==> src/rtl/tod_pkg.sv <==
package tod_pkg;

  typedef enum logic [1:0] {
    CC_OK      = 2'd0,
    CC_INVALID = 2'd1,
    CC_REJECT  = 2'd2
  } tod_cc_e;

  localparam int TOD_CNT_W_DEF = 52;
  localparam int TOD_DW_W_DEF  = 64;

endpackage

==> src/rtl/tod_tick_div.sv <==
module tod_tick_div #(
  parameter int DIV = 200
) (
  input  logic clk,
  input  logic rst_n,
  output logic tick
);

  generate
    if (DIV > 1) begin : g_div
      localparam int CW = $clog2(DIV);
      logic [CW-1:0] div_q;

      assign tick = (div_q == CW'(DIV - 1));

      always_ff @(posedge clk) begin
        if (!rst_n)    div_q <= '0;
        else if (tick) div_q <= '0;
        else           div_q <= div_q + CW'(1);
      end

      // advance pulses are isolated single cycles
      a_r1_tick_gap: assert property (@(posedge clk) disable iff (!rst_n)
        tick |=> !tick);
    end else begin : g_nodiv
      assign tick = 1'b1;
    end
  endgenerate

endmodule

==> src/rtl/tod_count_core.sv <==
module tod_count_core #(
  parameter int CNT_W = 52
) (
  input  logic             clk,
  input  logic             rst_n,
  input  logic             tick,
  input  logic             set_fire,
  input  logic             set_allow,
  input  logic [CNT_W-1:0] set_val,
  input  logic             diag_mode,
  input  logic             hw_err,
  output logic [CNT_W-1:0] cnt,
  output logic             valid
);

  logic [CNT_W-1:0] cnt_q, cnt_n;
  logic             par_q, valid_q;
  logic             load, par_err, kill;

  assign load    = set_fire & set_allow;
  assign par_err = (^cnt_q) != par_q;
  assign kill    = diag_mode | hw_err | par_err;

  always_comb begin
    if (load)      cnt_n = set_val;
    else if (tick) cnt_n = cnt_q + {{(CNT_W-1){1'b0}}, 1'b1};
    else           cnt_n = cnt_q;
  end

  always_ff @(posedge clk) begin
    if (!rst_n) begin
      cnt_q   <= '0;
      par_q   <= 1'b0;
      valid_q <= 1'b0;
    end else begin
      cnt_q <= cnt_n;
      par_q <= ^cnt_n;
      if (kill)      valid_q <= 1'b0;
      else if (load) valid_q <= 1'b1;
    end
  end

  assign cnt   = cnt_q;
  assign valid = valid_q;

  // a refused set leaves the count alone
  a_r4_reject_keeps: assert property (@(posedge clk) disable iff (!rst_n)
    (set_fire && !set_allow && !tick) |=> (cnt_q == $past(cnt_q)));
  // roll over from all ones
  a_r3_wrap: assert property (@(posedge clk) disable iff (!rst_n)
    (cnt_q == {CNT_W{1'b1}} && tick && !load) |=> (cnt_q == '0));
  // invalidation sources clear the flag
  a_r7_diag_clears: assert property (@(posedge clk) disable iff (!rst_n)
    (diag_mode || hw_err) |=> !valid_q);
  // clean accepted set restores validity
  a_r5_set_valid: assert property (@(posedge clk) disable iff (!rst_n)
    (load && !diag_mode && !hw_err && !par_err) |=> valid_q);
  // validity rises only through an accepted set
  a_r5_rise_by_set: assert property (@(posedge clk) disable iff (!rst_n)
    $rose(valid_q) |-> $past(load));

endmodule

==> src/rtl/tod_store_port.sv <==
module tod_store_port
  import tod_pkg::*;
#(
  parameter int CNT_W = 52,
  parameter int DW_W  = 64
) (
  input  logic             clk,
  input  logic             rst_n,
  input  logic [CNT_W-1:0] cnt,
  input  logic             valid,
  input  logic             req_valid,
  output logic             req_ready,
  output logic             rsp_valid,
  input  logic             rsp_ready,
  output logic [DW_W-1:0]  rsp_data,
  output logic [1:0]       rsp_cc
);

  localparam int LOW_W = DW_W - CNT_W;

  logic            rv_q;
  logic [DW_W-1:0] data_q;
  tod_cc_e         cc_q;
  logic            fire;

  assign req_ready = !rv_q || rsp_ready;
  assign fire      = req_valid && req_ready;

  always_ff @(posedge clk) begin
    if (!rst_n) begin
      rv_q   <= 1'b0;
      data_q <= '0;
      cc_q   <= CC_INVALID;
    end else if (fire) begin
      rv_q   <= 1'b1;
      data_q <= {cnt, {LOW_W{1'b0}}};
      cc_q   <= valid ? CC_OK : CC_INVALID;
    end else if (rsp_ready) begin
      rv_q <= 1'b0;
    end
  end

  assign rsp_valid = rv_q;
  assign rsp_data  = data_q;
  assign rsp_cc    = cc_q;

  // held response stays put
  a_r8_hold: assert property (@(posedge clk) disable iff (!rst_n)
    (rv_q && !rsp_ready) |=> (rv_q && $stable(data_q) && $stable(cc_q)));
  // low-order bits of every response are zero
  a_r2_low_zero: assert property (@(posedge clk) disable iff (!rst_n)
    rv_q |-> (data_q[LOW_W-1:0] == '0));

endmodule

==> src/rtl/tod_clock_unit.sv <==
module tod_clock_unit
  import tod_pkg::*;
#(
  parameter int CNT_W = TOD_CNT_W_DEF,
  parameter int DW_W  = TOD_DW_W_DEF,
  parameter int DIV   = 200
) (
  input  logic            clk,
  input  logic            rst_n,
  input  logic            set_valid,
  output logic            set_ready,
  input  logic [DW_W-1:0] set_data,
  input  logic            set_priv,
  input  logic            set_key,
  output logic            set_done,
  output logic [1:0]      set_cc,
  input  logic            st_req_valid,
  output logic            st_req_ready,
  output logic            st_rsp_valid,
  input  logic            st_rsp_ready,
  output logic [DW_W-1:0] st_rsp_data,
  output logic [1:0]      st_rsp_cc,
  input  logic            diag_mode,
  input  logic            hw_err
);

  localparam int LOW_W = DW_W - CNT_W;

  logic             tick;
  logic             set_fire, set_allow;
  logic [CNT_W-1:0] cnt;
  logic             valid;
  logic             done_q;
  tod_cc_e          scc_q;
  logic             unused_low_bits;

  assign set_ready       = 1'b1;
  assign set_fire        = set_valid;
  assign set_allow       = set_priv & set_key;
  assign unused_low_bits = ^set_data[LOW_W-1:0];

  tod_tick_div #(.DIV(DIV)) u_div (
    .clk  (clk),
    .rst_n(rst_n),
    .tick (tick)
  );

  tod_count_core #(.CNT_W(CNT_W)) u_core (
    .clk      (clk),
    .rst_n    (rst_n),
    .tick     (tick),
    .set_fire (set_fire),
    .set_allow(set_allow),
    .set_val  (set_data[DW_W-1:LOW_W]),
    .diag_mode(diag_mode),
    .hw_err   (hw_err),
    .cnt      (cnt),
    .valid    (valid)
  );

  tod_store_port #(.CNT_W(CNT_W), .DW_W(DW_W)) u_store (
    .clk      (clk),
    .rst_n    (rst_n),
    .cnt      (cnt),
    .valid    (valid),
    .req_valid(st_req_valid),
    .req_ready(st_req_ready),
    .rsp_valid(st_rsp_valid),
    .rsp_ready(st_rsp_ready),
    .rsp_data (st_rsp_data),
    .rsp_cc   (st_rsp_cc)
  );

  always_ff @(posedge clk) begin
    if (!rst_n) begin
      done_q <= 1'b0;
      scc_q  <= CC_OK;
    end else begin
      done_q <= set_fire;
      if (set_fire) scc_q <= set_allow ? CC_OK : CC_REJECT;
    end
  end

  assign set_done = done_q;
  assign set_cc   = scc_q;

  // set outcome pulse follows each handshake
  a_r4_done_pulse: assert property (@(posedge clk) disable iff (!rst_n)
    set_fire |=> (done_q && scc_q == ($past(set_allow) ? CC_OK : CC_REJECT)));

endmodule

==> config.mk <==
export PLATFORM = sky130hd
export DESIGN_NAME = tod_clock_unit
export DESIGN_NICKNAME = d
export VERILOG_FILES = /design/src/rtl/tod_pkg.sv /design/src/rtl/tod_tick_div.sv /design/src/rtl/tod_count_core.sv /design/src/rtl/tod_store_port.sv /design/src/rtl/tod_clock_unit.sv
export SDC_FILE = /design/constraint.sdc
export NUM_CORES = 1
export LEC_CHECK = 0
export BUFFER_PORTS_ARGS = -buffer_cell sky130_fd_sc_hd__buf_2
export CORE_ASPECT_RATIO = 0.75
export CORE_MARGIN = 2
export CORE_UTILIZATION = 55
export DETAILED_ROUTE_END_ITERATION = 12
export PLACE_DENSITY = 0.83
export SKIP_CTS_REPAIR_TIMING = 1
export SYNTH_ARGS = -nofsm -noshare
export SYNTH_HDL_FRONTEND = slang
export SYNTH_SLANG_ARGS = --single-unit
==> constraint.sdc <==
create_clock -name clk -period 4.1 [get_ports clk]
set_input_delay 0 -clock clk [delete_from_list [all_inputs] [get_ports clk]]
set_output_delay 0 -clock clk [all_outputs]
set_load 0.05 [all_outputs]
# Yosys cells after proc, flatten, opt, wreduce, memory -nomap -nowiden
# Index checks and enable logic that the tools add are counted.
classes:
  muxes: 6
  n_addsub: 2
  n_reduce_logical: 8
  bitwise: 5
  eq_ne: 2
op_table:
  columns: ["operator", "count"]
  rows:
  - ["52-bit 2-to-1 mux", 2]
  - ["52-bit XOR reduction", 2]
  - ["52-bit by 1-bit adder with 52-bit output (second input constant)", 1]
  - ["8-bit by 1-bit adder with 8-bit output (second input constant)", 1]
  - ["8-bit equality test (second input constant)", 1]
  - ["2-bit OR reduction", 2]
  - ["1-bit 2-to-1 mux", 3]
  - ["1-bit AND", 2]
  - ["2-bit 2-to-1 mux", 1]
  - ["1-bit bitwise OR", 2]
  - ["2-bit nonzero test", 1]
  - ["1-bit logical AND", 1]
  - ["1-bit zero test", 1]
  - ["1-bit logical OR", 1]
  - ["1-bit != test", 1]
  - ["1-bit NOT", 1]
word_totals:
  register_bits: 120
  elab_cells: 32

# Longest topological paths before layout
logic_depth:
  ltp_word: 4
  ltp_mapped: 13
  depth_no_buf: 12

# By module
# From an unflattened synthesis, not the netlist that was laid out.
hier_totals:
  hier_cells: 793
  hier_area_um2: 7145.6
modules_own_cells:
  columns: ["module", "cells_each", "n_inst", "area_each_um2", "seq_area_each_um2"]
  rows:
  - ["tod_count_core", 495, 1, 4372.9, 1081.0]
  - ["tod_store_port", 249, 1, 2318.5, 1081.0]
  - ["tod_tick_div", 39, 1, 362.8, 160.2]
  - ["tod_clock_unit", 10, 1, 91.3, 40.0]

# Worst setup path before layout
# Ideal clock, no wire load.
synth_timing:
  path_kind: "register -> register"
  start: "register u_div.g_div.div_q[4]"
  end: "register u_core.par_q"
  slack_ns: 0.604
  path_stages_with_launch: 14
  arrival_time_ns: 3.369
  setup_time_ns: 0.128
  required_time_ns: 3.972
  cell_sequence: "dfxtp_1 > or3_1 > buf_6 > or3_1 > buf_6 > or4_1 > a31o_1 > xnor2_1 > xnor3_1 > xnor2_1 > xnor2_1 > xnor3_1 > xnor3_1 > nor2_1"
synth_between:
  elab_chain_len: 4
synth_lines:
  columns: ["item", "line", "rtl"]
  rows:
  - ["start, declared", "tod_tick_div.sv:12", "logic [CW-1:0] div_q;"]
  - ["start signal, assigned", "tod_tick_div.sv:19", "else div_q <= div_q + CW'(1);"]
  - ["8-bit equality test", "tod_tick_div.sv:14", "assign tick = (div_q == CW'(DIV - 1));"]
  - ["52-bit 2-to-1 mux", "tod_count_core.sv:26", "else if (tick) cnt_n = cnt_q + {{(CNT_W-1){1'b0}}, 1'b1};"]
  - ["52-bit 2-to-1 mux", "tod_count_core.sv:25", "if (load) cnt_n = set_val;"]
  - ["52-bit XOR reduction", "tod_count_core.sv:37", "par_q <= ^cnt_n;"]
  - ["end signal, assigned", "tod_count_core.sv:37", null]
  - ["end, declared", "tod_count_core.sv:17", "logic par_q, valid_q;"]
# Every way passes these cells.
# A chain may end at the register's enable or synchronous reset.

# Worst setup path in the final report
# Ends and elaborated chain as after synthesis.

==> impl_metrics.ini <==
[floorplanning]
die_height_um = 97.79
die_x_um = 129.1
fp.coreArea_um2 = 11530
rows = 34
pin_count = 145
start_util = 0.5596
dieArea_um2 = 12620

[clocking]
cts_made_buffers = 17
cts_buffer_depth = 2
htree_levels = 4
clk_latency_ps = 420
clk_pin_slew_ps = 60
cts_tree = yes
clock_sinks = 118
root_buffer = clkbuf_16

[layout]
syn2layout_area_growth_pct = 26.30
layout_common_cells = nand2_1, dfxtp_1, buf_2
final_nets = 1019
fin_cells = 1096
regArea_um2 = 2362
fin_area_um2 = 8148
post-route-util = 0.7068
final_common_cell = nand2_1
drive_gt1_frac = 0.1801
multi_input_area_um2 = 3855
fill_cells = 878

[sta]
hold_slack_ps = -41.12
slew_headroom = 0.3096
slew_viol_final = 0
period_minus_slack_ps = 3914
period_share = 0.9547
tightest_slew_ps = 1036
hold_viol = 5
rsz0062_at_grt = no
finalSetupTns_ps = 0
skew_ps = 6.630
max_freq_mhz = 255.5
setup_viol_count_final = 0
worst_slack_ps = 185.9

[yosys]
synth_top_area_frac = 0.3662
synthAdderAreaFrac = 0.05043
synth_compound_area_frac = 0.09135
synth_seq_area_share = 0.3662
yosys.area.top_type = dfxtp_1
synth_area_um2 = 6451
ys_top_cells_by_area = dfxtp_1, xnor2_1, nand2_1
synthSimpleGateAreaFrac = 0.2244
syn_avg_cell_area_um2 = 8.367
synth_top_family_by_area = simple AND/OR/NAND/NOR gates
yosysWarnings = 0
synth-xor-area-share = 0.1930
synth_seq_cells = 118
yosysUniqueCellTypes = 42
syn_inst = 771
synthMuxAreaShare = 0.02793

[detailed_routing]
first_pass_iters = 5
wire_per_inst_um = 16.12
drt_wl_total_um = 17670
remaining_drc_errors = 0
drt_iter0_drc = 528
vias_per_cell = 5.444
antenna_left = 0
route.vias.total = 5967

[worst_setup_path]
worst_setup_path_start_kind = register
reg2reg_depth = 11
cp.arrival_ps = 4190
path_buf_inv = 0
path_delay_family = simple AND/OR/NAND/NOR gates
reg2reg_from = u_div.g_div.div_q[4]$_SDFF_PP0_
end_kind = register
ff2ff_setup_slack_ps = 190
rr_endpoint = u_core.par_q$_SDFF_PN0_
cp_cell_sequence = or3_1 > or3_1 > or4_1 > a31o_1 > xnor2_1 > xnor3_1 > xnor2_1 > xnor2_1 > xnor3_1 > xnor3_1 > nor2_1
worstSetupPathType = register to register
crit_fanout = 10
required_ps = 4370
cpMaxStageDelayCell = or3_1
max_stage_delay_ps = 550
cp-startpoint = u_div.g_div.div_q[4]$_SDFF_PP0_

[grt]
grt-ovfl-total = 0
grt.total_usage = 0.2692
grt_pass1_vias = 5399
grt_start_max_net_pins = 58
grt_antenna_before_repair = 1
grt_pass1_wl_um = 26430

[placed_design]
hpwl_um = 11560
pre_cts_slack_ps = 309.7
post-place-cells = 1020
port_buffers = 117
place_congestion = 0.8955
place_area_um2 = 7109

[min_path]
worstHoldPathType = input port to register
min_from = set_data[42]
worstHoldEndpoint = u_core.cnt[30]$_SDFF_PN0_
min_path_cells = 4

[power]
power_mw = 3.419
leakagePower_nw = 3.569
ir_drop_uv = 326.1
p_per_area_nw_per_um2 = 419.7

[job]
drv_cap = 0

[outcome]
violations = negative hold slack
outcome = finished with violations
logic make-up (layout without fill, tap and decap cells):
group	after synthesis	count (layout)
AND/OR/NAND/NOR	317	317
XOR/XNOR	128	128
flip-flops	118	118
AO/OA/AOI/OAI	103	103
buffers and inverters	59	208
adder cells (fa/ha/maj)	26	26
multiplexers	18	18
other	2	16
cells in the mapped netlist, drive strengths merged:
cell     number
inv           6
ha           26
o21ai        13
buf          19
nand3        20
o31ai         1
or3           3
and3         11
o2111ai       1
dfxtp       118
or4           4
a21oi        62
nor2         69
nor3          9
and2         16
and4          4
or2           1
xnor2        75
nand2b        2
mux2i        18
nor4b         1
xor2         44
conb          2
nand4        19
a31o          3
clkbuf       34
o211a         1
nor4         13
xnor3         9
a31oi         3
nand2       145
a211oi       13
o211ai        4
o21a          2
power breakdown:
group / switching (mW) / total, mW / internal [mW]
Clock: 0.548 / 1.51 / 0.966
Combinational: 0.353 / 0.676 / 0.323
Sequential: 0.0414 / 1.23 / 1.19
final cells by class:
class | instances | share of cell area
multi-input cells | 607 | 0.4731
inverters | 6 | 0.002764
diodes | 1 | 0.0003071
well taps | 162 | 0.02488
flip-flops and latches | 118 | 0.2899
repair buffers | 170 | 0.1354
clock buffers | 19 | 0.05436
clock inverters | 13 | 0.01920
worst max-delay path by stage:
stage / to / slack (ps) / cells past startpoint
after floorplan: u_core.par_q$_SDFF_PN0_ / 600 / 13
after global placement: u_core.par_q$_SDFF_PN0_ / 380 / 11
after detailed placement: u_core.par_q$_SDFF_PN0_ / 310 / 11
after CTS: u_core.par_q$_SDFF_PN0_ / 120 / 11
after global routing: u_core.par_q$_SDFF_PN0_ / 10 / 11
final: u_core.par_q$_SDFF_PN0_ / 190 / 11
registers in the layout, summed over array words and instances (netlist names):
signal and flops:
u_core.valid 1, set_cc 1, u_store.rsp_data 52, u_core.cnt 52, u_div.g_div.div_q 8, set_done 1, u_store.rsp_valid 1, u_store.rsp_cc 1
u_core.par_q 1
metal layers:
layer	up-vias	part of all wire	global-route usage
met2	260	0.47	0.4274
met5	-	0	0
met1	2796	0.45	0.3636
met4	0	0.017	0.09448
li1	2882	-	-
met3	29	0.072	0.05918
worst min-delay path, delay by kind of cell:
family	cells	cell delay (ps)
AO/OA/AOI/OAI	1	120
AND/OR/NAND/NOR	2	120
buffers and inverters	1	100
No activity file was read; power rests on OpenSTA's default activity.
